File: config.mk
export PLATFORM = sky130hd
export DESIGN_NAME = ssi_shift_unit
export DESIGN_NICKNAME = d
export VERILOG_FILES = /design/src/rtl/ssi_pkg.sv /design/src/rtl/ssi_edge_gen.sv /design/src/rtl/ssi_shift_core.sv /design/src/rtl/ssi_shift_unit.sv
export SDC_FILE = /design/constraint.sdc
export NUM_CORES = 1
export LEC_CHECK = 0
export BUFFER_PORTS_ARGS = -buffer_cell sky130_fd_sc_hd__buf_2
export CAP_MARGIN = 30
export CORE_MARGIN = 4
export CORE_UTILIZATION = 50
export DETAILED_ROUTE_END_ITERATION = 8
export GPL_ROUTABILITY_DRIVEN = 0
export PLACE_DENSITY = 0.69
export SLEW_MARGIN = 20
export SYNTH_ARGS = -nofsm -noshare
export SYNTH_HDL_FRONTEND = slang
export SYNTH_HIERARCHICAL = 1
export SYNTH_SLANG_ARGS = --single-unit
File: constraint.sdc
create_clock -name clk -period 4.75 [get_ports clk]
set_clock_uncertainty 0.05 [all_clocks]
set_input_delay 0.95 -clock clk [delete_from_list [all_inputs] [get_ports clk]]
set_output_delay 0.95 -clock clk [all_outputs]
set_load 0.01 [all_outputs]
File: src/rtl/ssi_pkg.sv
package ssi_pkg;
  localparam int NIB_W       = 4;
  localparam int DATA_W      = 2 * NIB_W;
  localparam int SEL_W       = 4;
  localparam int MAX_INT_SEL = 11;
  localparam int DIV_W       = MAX_INT_SEL + 2;
  localparam int CNT_W       = $clog2(DATA_W);
  localparam int ADDR_W      = 3;

  localparam logic [ADDR_W-1:0] A_MODE_A = 3'd0;
  localparam logic [ADDR_W-1:0] A_MODE_B = 3'd1;
  localparam logic [ADDR_W-1:0] A_DAT_LO = 3'd2;
  localparam logic [ADDR_W-1:0] A_DAT_HI = 3'd3;
  localparam logic [ADDR_W-1:0] A_FLAG   = 3'd4;

  // half of the shift period in clk cycles: 2^(code+1)
  function automatic logic [DIV_W-1:0] half_period(input logic [SEL_W-1:0] code);
    return {{(DIV_W-1){1'b0}}, 1'b1} << (code + 4'd1);
  endfunction

  function automatic logic uses_ext_clk(input logic [SEL_W-1:0] code);
    return code > SEL_W'(MAX_INT_SEL);
  endfunction
endpackage

File: src/rtl/ssi_edge_gen.sv
module ssi_edge_gen
  import ssi_pkg::*;
(
  input  logic             clk,
  input  logic             rst_n,
  input  logic [SEL_W-1:0] sel,
  input  logic             busy,
  input  logic             start_evt,
  input  logic             abort_evt,
  input  logic             sck_in,
  output logic             fall_evt,
  output logic             rise_evt,
  output logic             sck_q,
  output logic             ext_mode
);
  logic [DIV_W-1:0] half_cnt;
  logic [2:0]       sync_q;
  logic             run, int_tick;

  assign ext_mode = uses_ext_clk(sel);
  assign run      = busy && !start_evt && !abort_evt;
  assign int_tick = run && !ext_mode && (half_cnt == half_period(sel) - 1'b1);

  always_ff @(posedge clk or negedge rst_n) begin
    if (!rst_n) begin
      half_cnt <= '0;
      sck_q    <= 1'b1;
    end else if (!run) begin
      half_cnt <= '0;
      sck_q    <= 1'b1;
    end else if (int_tick) begin
      half_cnt <= '0;
      sck_q    <= ~sck_q;
    end else if (!ext_mode) begin
      half_cnt <= half_cnt + 1'b1;
    end
  end

  always_ff @(posedge clk or negedge rst_n) begin
    if (!rst_n) sync_q <= 3'b111;
    else        sync_q <= {sync_q[1:0], sck_in};
  end

  always_comb begin
    if (ext_mode) begin
      fall_evt = run && sync_q[2] && !sync_q[1];
      rise_evt = run && !sync_q[2] && sync_q[1];
    end else begin
      fall_evt = int_tick && sck_q;
      rise_evt = int_tick && !sck_q;
    end
  end
endmodule

File: src/rtl/ssi_shift_core.sv
module ssi_shift_core
  import ssi_pkg::*;
(
  input  logic              clk,
  input  logic              rst_n,
  input  logic              start_evt,
  input  logic              abort_evt,
  input  logic              fall_evt,
  input  logic              rise_evt,
  input  logic              si,
  input  logic              wr_lo,
  input  logic              wr_hi,
  input  logic [NIB_W-1:0]  wdata,
  input  logic              flag_clr,
  input  logic              so_force,
  input  logic              so_lvl,
  output logic [DATA_W-1:0] shreg,
  output logic              so,
  output logic              busy,
  output logic              irq_flag,
  output logic              done_evt,
  output logic [CNT_W-1:0]  bit_cnt
);
  assign done_evt = rise_evt && (bit_cnt == CNT_W'(DATA_W - 1));

  always_ff @(posedge clk or negedge rst_n) begin
    if (!rst_n) begin
      busy    <= 1'b0;
      bit_cnt <= '0;
    end else if (start_evt) begin
      busy    <= 1'b1;
      bit_cnt <= '0;
    end else if (abort_evt) begin
      busy    <= 1'b0;
      bit_cnt <= '0;
    end else if (rise_evt) begin
      bit_cnt <= bit_cnt + 1'b1;
      if (done_evt) busy <= 1'b0;
    end
  end

  always_ff @(posedge clk or negedge rst_n) begin
    if (!rst_n) begin
      shreg <= '0;
    end else if (rise_evt) begin
      shreg <= {si, shreg[DATA_W-1:1]};
    end else if (!busy) begin
      if (wr_lo) shreg[NIB_W-1:0]      <= wdata;
      if (wr_hi) shreg[DATA_W-1:NIB_W] <= wdata;
    end
  end

  always_ff @(posedge clk or negedge rst_n) begin
    if (!rst_n)                so <= 1'b1;
    else if (fall_evt)         so <= shreg[0];
    else if (so_force && !busy) so <= so_lvl;
  end

  always_ff @(posedge clk or negedge rst_n) begin
    if (!rst_n)                       irq_flag <= 1'b0;
    else if (done_evt || abort_evt)   irq_flag <= 1'b1;
    else if (flag_clr)                irq_flag <= 1'b0;
  end
endmodule

File: src/rtl/ssi_shift_unit.sv
module ssi_shift_unit
  import ssi_pkg::*;
(
  input  logic              clk,
  input  logic              rst_n,
  input  logic [ADDR_W-1:0] bus_addr,
  input  logic              bus_wr,
  input  logic              bus_rd,
  input  logic [NIB_W-1:0]  bus_wdata,
  output logic [NIB_W-1:0]  bus_rdata,
  input  logic              start_stb,
  input  logic              abort_stb,
  input  logic              sck_in,
  output logic              sck_out,
  output logic              sck_oe,
  input  logic              si,
  output logic              so,
  output logic              irq_flag
);
  logic [2:0]        sel_a_q;
  logic              sel_b_q;
  logic [SEL_W-1:0]  sel;
  logic              start_evt, abort_evt, fall_evt, rise_evt, done_evt;
  logic              busy, ext_mode, flag_clr, so_force, wr_lo, wr_hi;
  logic [DATA_W-1:0] shreg;
  logic [CNT_W-1:0]  bit_cnt;

  assign sel = {sel_b_q, sel_a_q};

  always_ff @(posedge clk or negedge rst_n) begin
    if (!rst_n) begin
      sel_a_q <= '0;
      sel_b_q <= 1'b0;
    end else if (bus_wr) begin
      if (bus_addr == A_MODE_A) sel_a_q <= bus_wdata[2:0];
      if (bus_addr == A_MODE_B) sel_b_q <= bus_wdata[0];
    end
  end

  assign start_evt = start_stb || (bus_rd && bus_addr == A_MODE_A);
  assign abort_evt = abort_stb && busy && !start_evt;
  assign wr_lo     = bus_wr && bus_addr == A_DAT_LO;
  assign wr_hi     = bus_wr && bus_addr == A_DAT_HI;
  assign flag_clr  = bus_wr && bus_addr == A_FLAG && !bus_wdata[0];
  assign so_force  = bus_wr && bus_addr == A_MODE_B && bus_wdata[3];
  assign sck_oe    = !ext_mode;

  always_comb begin
    case (bus_addr)
      A_DAT_LO: bus_rdata = shreg[NIB_W-1:0];
      A_DAT_HI: bus_rdata = shreg[DATA_W-1:NIB_W];
      A_FLAG:   bus_rdata = {{(NIB_W-1){1'b0}}, irq_flag};
      default:  bus_rdata = '0;
    endcase
  end

  ssi_edge_gen u_edge (
    .clk(clk), .rst_n(rst_n), .sel(sel), .busy(busy),
    .start_evt(start_evt), .abort_evt(abort_evt), .sck_in(sck_in),
    .fall_evt(fall_evt), .rise_evt(rise_evt), .sck_q(sck_out), .ext_mode(ext_mode)
  );

  ssi_shift_core u_core (
    .clk(clk), .rst_n(rst_n), .start_evt(start_evt), .abort_evt(abort_evt),
    .fall_evt(fall_evt), .rise_evt(rise_evt), .si(si),
    .wr_lo(wr_lo), .wr_hi(wr_hi), .wdata(bus_wdata), .flag_clr(flag_clr),
    .so_force(so_force), .so_lvl(bus_wdata[1]), .shreg(shreg), .so(so),
    .busy(busy), .irq_flag(irq_flag), .done_evt(done_evt), .bit_cnt(bit_cnt)
  );
endmodule

==> results.ini <==
[clocking]
clock-sinks = 35
cts_max_level = 2
hold_buffers = 0
clk_pin_slew_ns = 0.07
cts_root_buf = clkbuf_8
post_cts_buffers = 0
cts_resized = 0
clockBufferDepth = 2
cts_tree = done
clk_latency_ns = 0.28
cts_made_buffers = 5

[place]
dp_slack_ns = 0.903
dp.cells = 350
port_buffers = 22
dpl.hpwl_mm = 4.15

[critical_path]
crit-reg2reg-capture = u_core/busy$_DFFE_PN0P_
cp-start-kind = flip-flop
reg2reg_depth = 12
worst_ep_arrival_time_ns = 3.86
cp_max_fo = 28
critPathRequiredTime_ns = 4.88
criticalPathCategory = reg -> reg
r2r_slack_ns = 1.01
reg2reg_from = sel_a_q[0]$_DFFE_PN0P_
end_kind = flip-flop

[drt]
dr_wl_met3_um = 213
viasPerCell = 6.03
drc = 0
vias = 2159
wirelength_mm = 5.78
wl_met1_mm = 2.72
antenna_left = 0
top_layer_used = met4
met2_wirelength_mm = 2.74
drt-wirelength-per-cell_um = 16.2
first_iter_violations = 69
first_pass_iters = 4

[global_route]
grt_pass1_wl_mm = 9.88
track_usage_pct = 19.6
antenna_found_initial = 0
grt_overflow = 0
first_global_vias = 2066
grt_start_max_net_pins = 36

[finish]
multi_input_area_mm2 = 0.00148
stdcell_count = 358
antennaDiodeCount = 0
fillers = 489
syn_to_final_growth_pct = 6.29
layout-drive-gt1-share_pct = 21.5
seqCellArea_um2 = 882
most-common-layout-cells = dfrtp_1 (30), buf_2 (22), nand2_1 (19), nor2_1 (18), inv_1 (18)
nets = 306
layout_commonest_cell = dfrtp_1

[logic_synthesis]
synthCells = 275
yosysWarnings = 6
netlist_area_mm2 = 0.00260
syn-num-nets = 294
avgSynthCellArea_um2 = 9.47

[worst_hold_path]
hold_path_depth = 0
holdPathEnd = u_edge/sync_q[1]$_DFF_PN1_
hold_class = reg -> reg
hp-start = u_edge/sync_q[0]$_DFF_PN1_

[floorplan]
start_util_pct = 51.3
core_area_mm2 = 0.00507
num_rows = 26
die-area_mm2 = 0.00643
die_w_um = 80.2
die_height_um = 80.2
ioPinCount = 23

[timing]
drv_slew = 0
hold_viol_final = 0
setup_ws_ns = 1.01
final.setup.tns_ns = 0
clock.fmax_ghz = 0.268
post-route-period-util_pct = 78.7
rsz0062_at_grt = no
max_slew_margin_pct = 46.8
tightest_slew_ns = 0.792
setup_viol = 0
whs_ns = 0.305
finalCriticalPeriod_ns = 3.74

[job]
drv_cap = 0

[outcome]
status = finished, final reports clean

[power]
power.density_mw_per_mm2 = 343
finalPower_w = 0.000950
ir_drop_mv = 0.223
p_leak_nw = 1.18

==> worst max-delay path: stages (launching register included) <==
cell and delay [ns]:
dfrtp_1 0.64, and2_0 0.35, nand2_1 0.13, ha_1 0.35, inv_1 0.17, o22ai_1 0.09
a221o_1 0.39, a2111oi_2 0.45, and4_1 0.28, a32o_1 0.12, buf_4 0.27, a21oi_1 0.12
a21o_1 0.21
==> metal layers <==
layer / up-vias / GRT usage [%]
met5: - / 0
met4: 0 / 7.26
met3: 11 / 3.59
met2: 44 / 31.5
met1: 1061 / 26.3
li1: 1043 / -
==> power by group <==
part / internal, W / total [W] / switching [W]
Combinational: 0.000137 / 0.000304 / 0.000167
Clock: 0.000132 / 0.000232 / 0.000100
Sequential: 0.000354 / 0.000414 / 0.0000598
==> how the worst max path moves through the flow <==
stage	from	end	slack (ns)	cells past startpoint
after floorplan	bus_addr[0]	u_core/busy$_DFFE_PN0P_	1.34	13
after global placement	bus_addr[0]	u_core/busy$_DFFE_PN0P_	0.95	11
after detailed placement	bus_addr[0]	u_core/shreg[2]$_DFFE_PN0P_	0.90	11
after CTS	sel_a_q[0]$_DFFE_PN0P_	u_core/busy$_DFFE_PN0P_	1.05	12
after global routing	sel_a_q[1]$_DFFE_PN0P_	u_core/busy$_DFFE_PN0P_	0.70	12
final	sel_a_q[0]$_DFFE_PN0P_	u_core/busy$_DFFE_PN0P_	1.01	12
==> flip-flops by register name, summed over array words and instances, names as in the netlist <==
name             flops
sel_a_q              3
u_edge/sync_q        3
sel_b_q              1
u_core/so            1
u_edge/sck_q         1
u_core/busy          1
u_core/shreg         8
u_edge/half_cnt     13
u_core/bit_cnt       3
u_core/irq_flag      1
==> per-stage QoR <==
step,cell area [um^2],utilization (%)
2_1_floorplan,2610,-
3_3_place_gp,2670,52.6
3_5_place_dp,2670,52.6
4_1_cts,2770,54.6
5_1_grt,2770,54.6
6_report,2770,54.6
==> layout make-up <==
type,instances,share of cell area [%]
clock buffer,8,3.61
inverter,18,2.44
multi-input combinational,200,53.6
sequential,35,31.9
tap,70,3.16
timing repair buffer,27,5.33
Note: power is estimated with default switching activity, not from simulation.
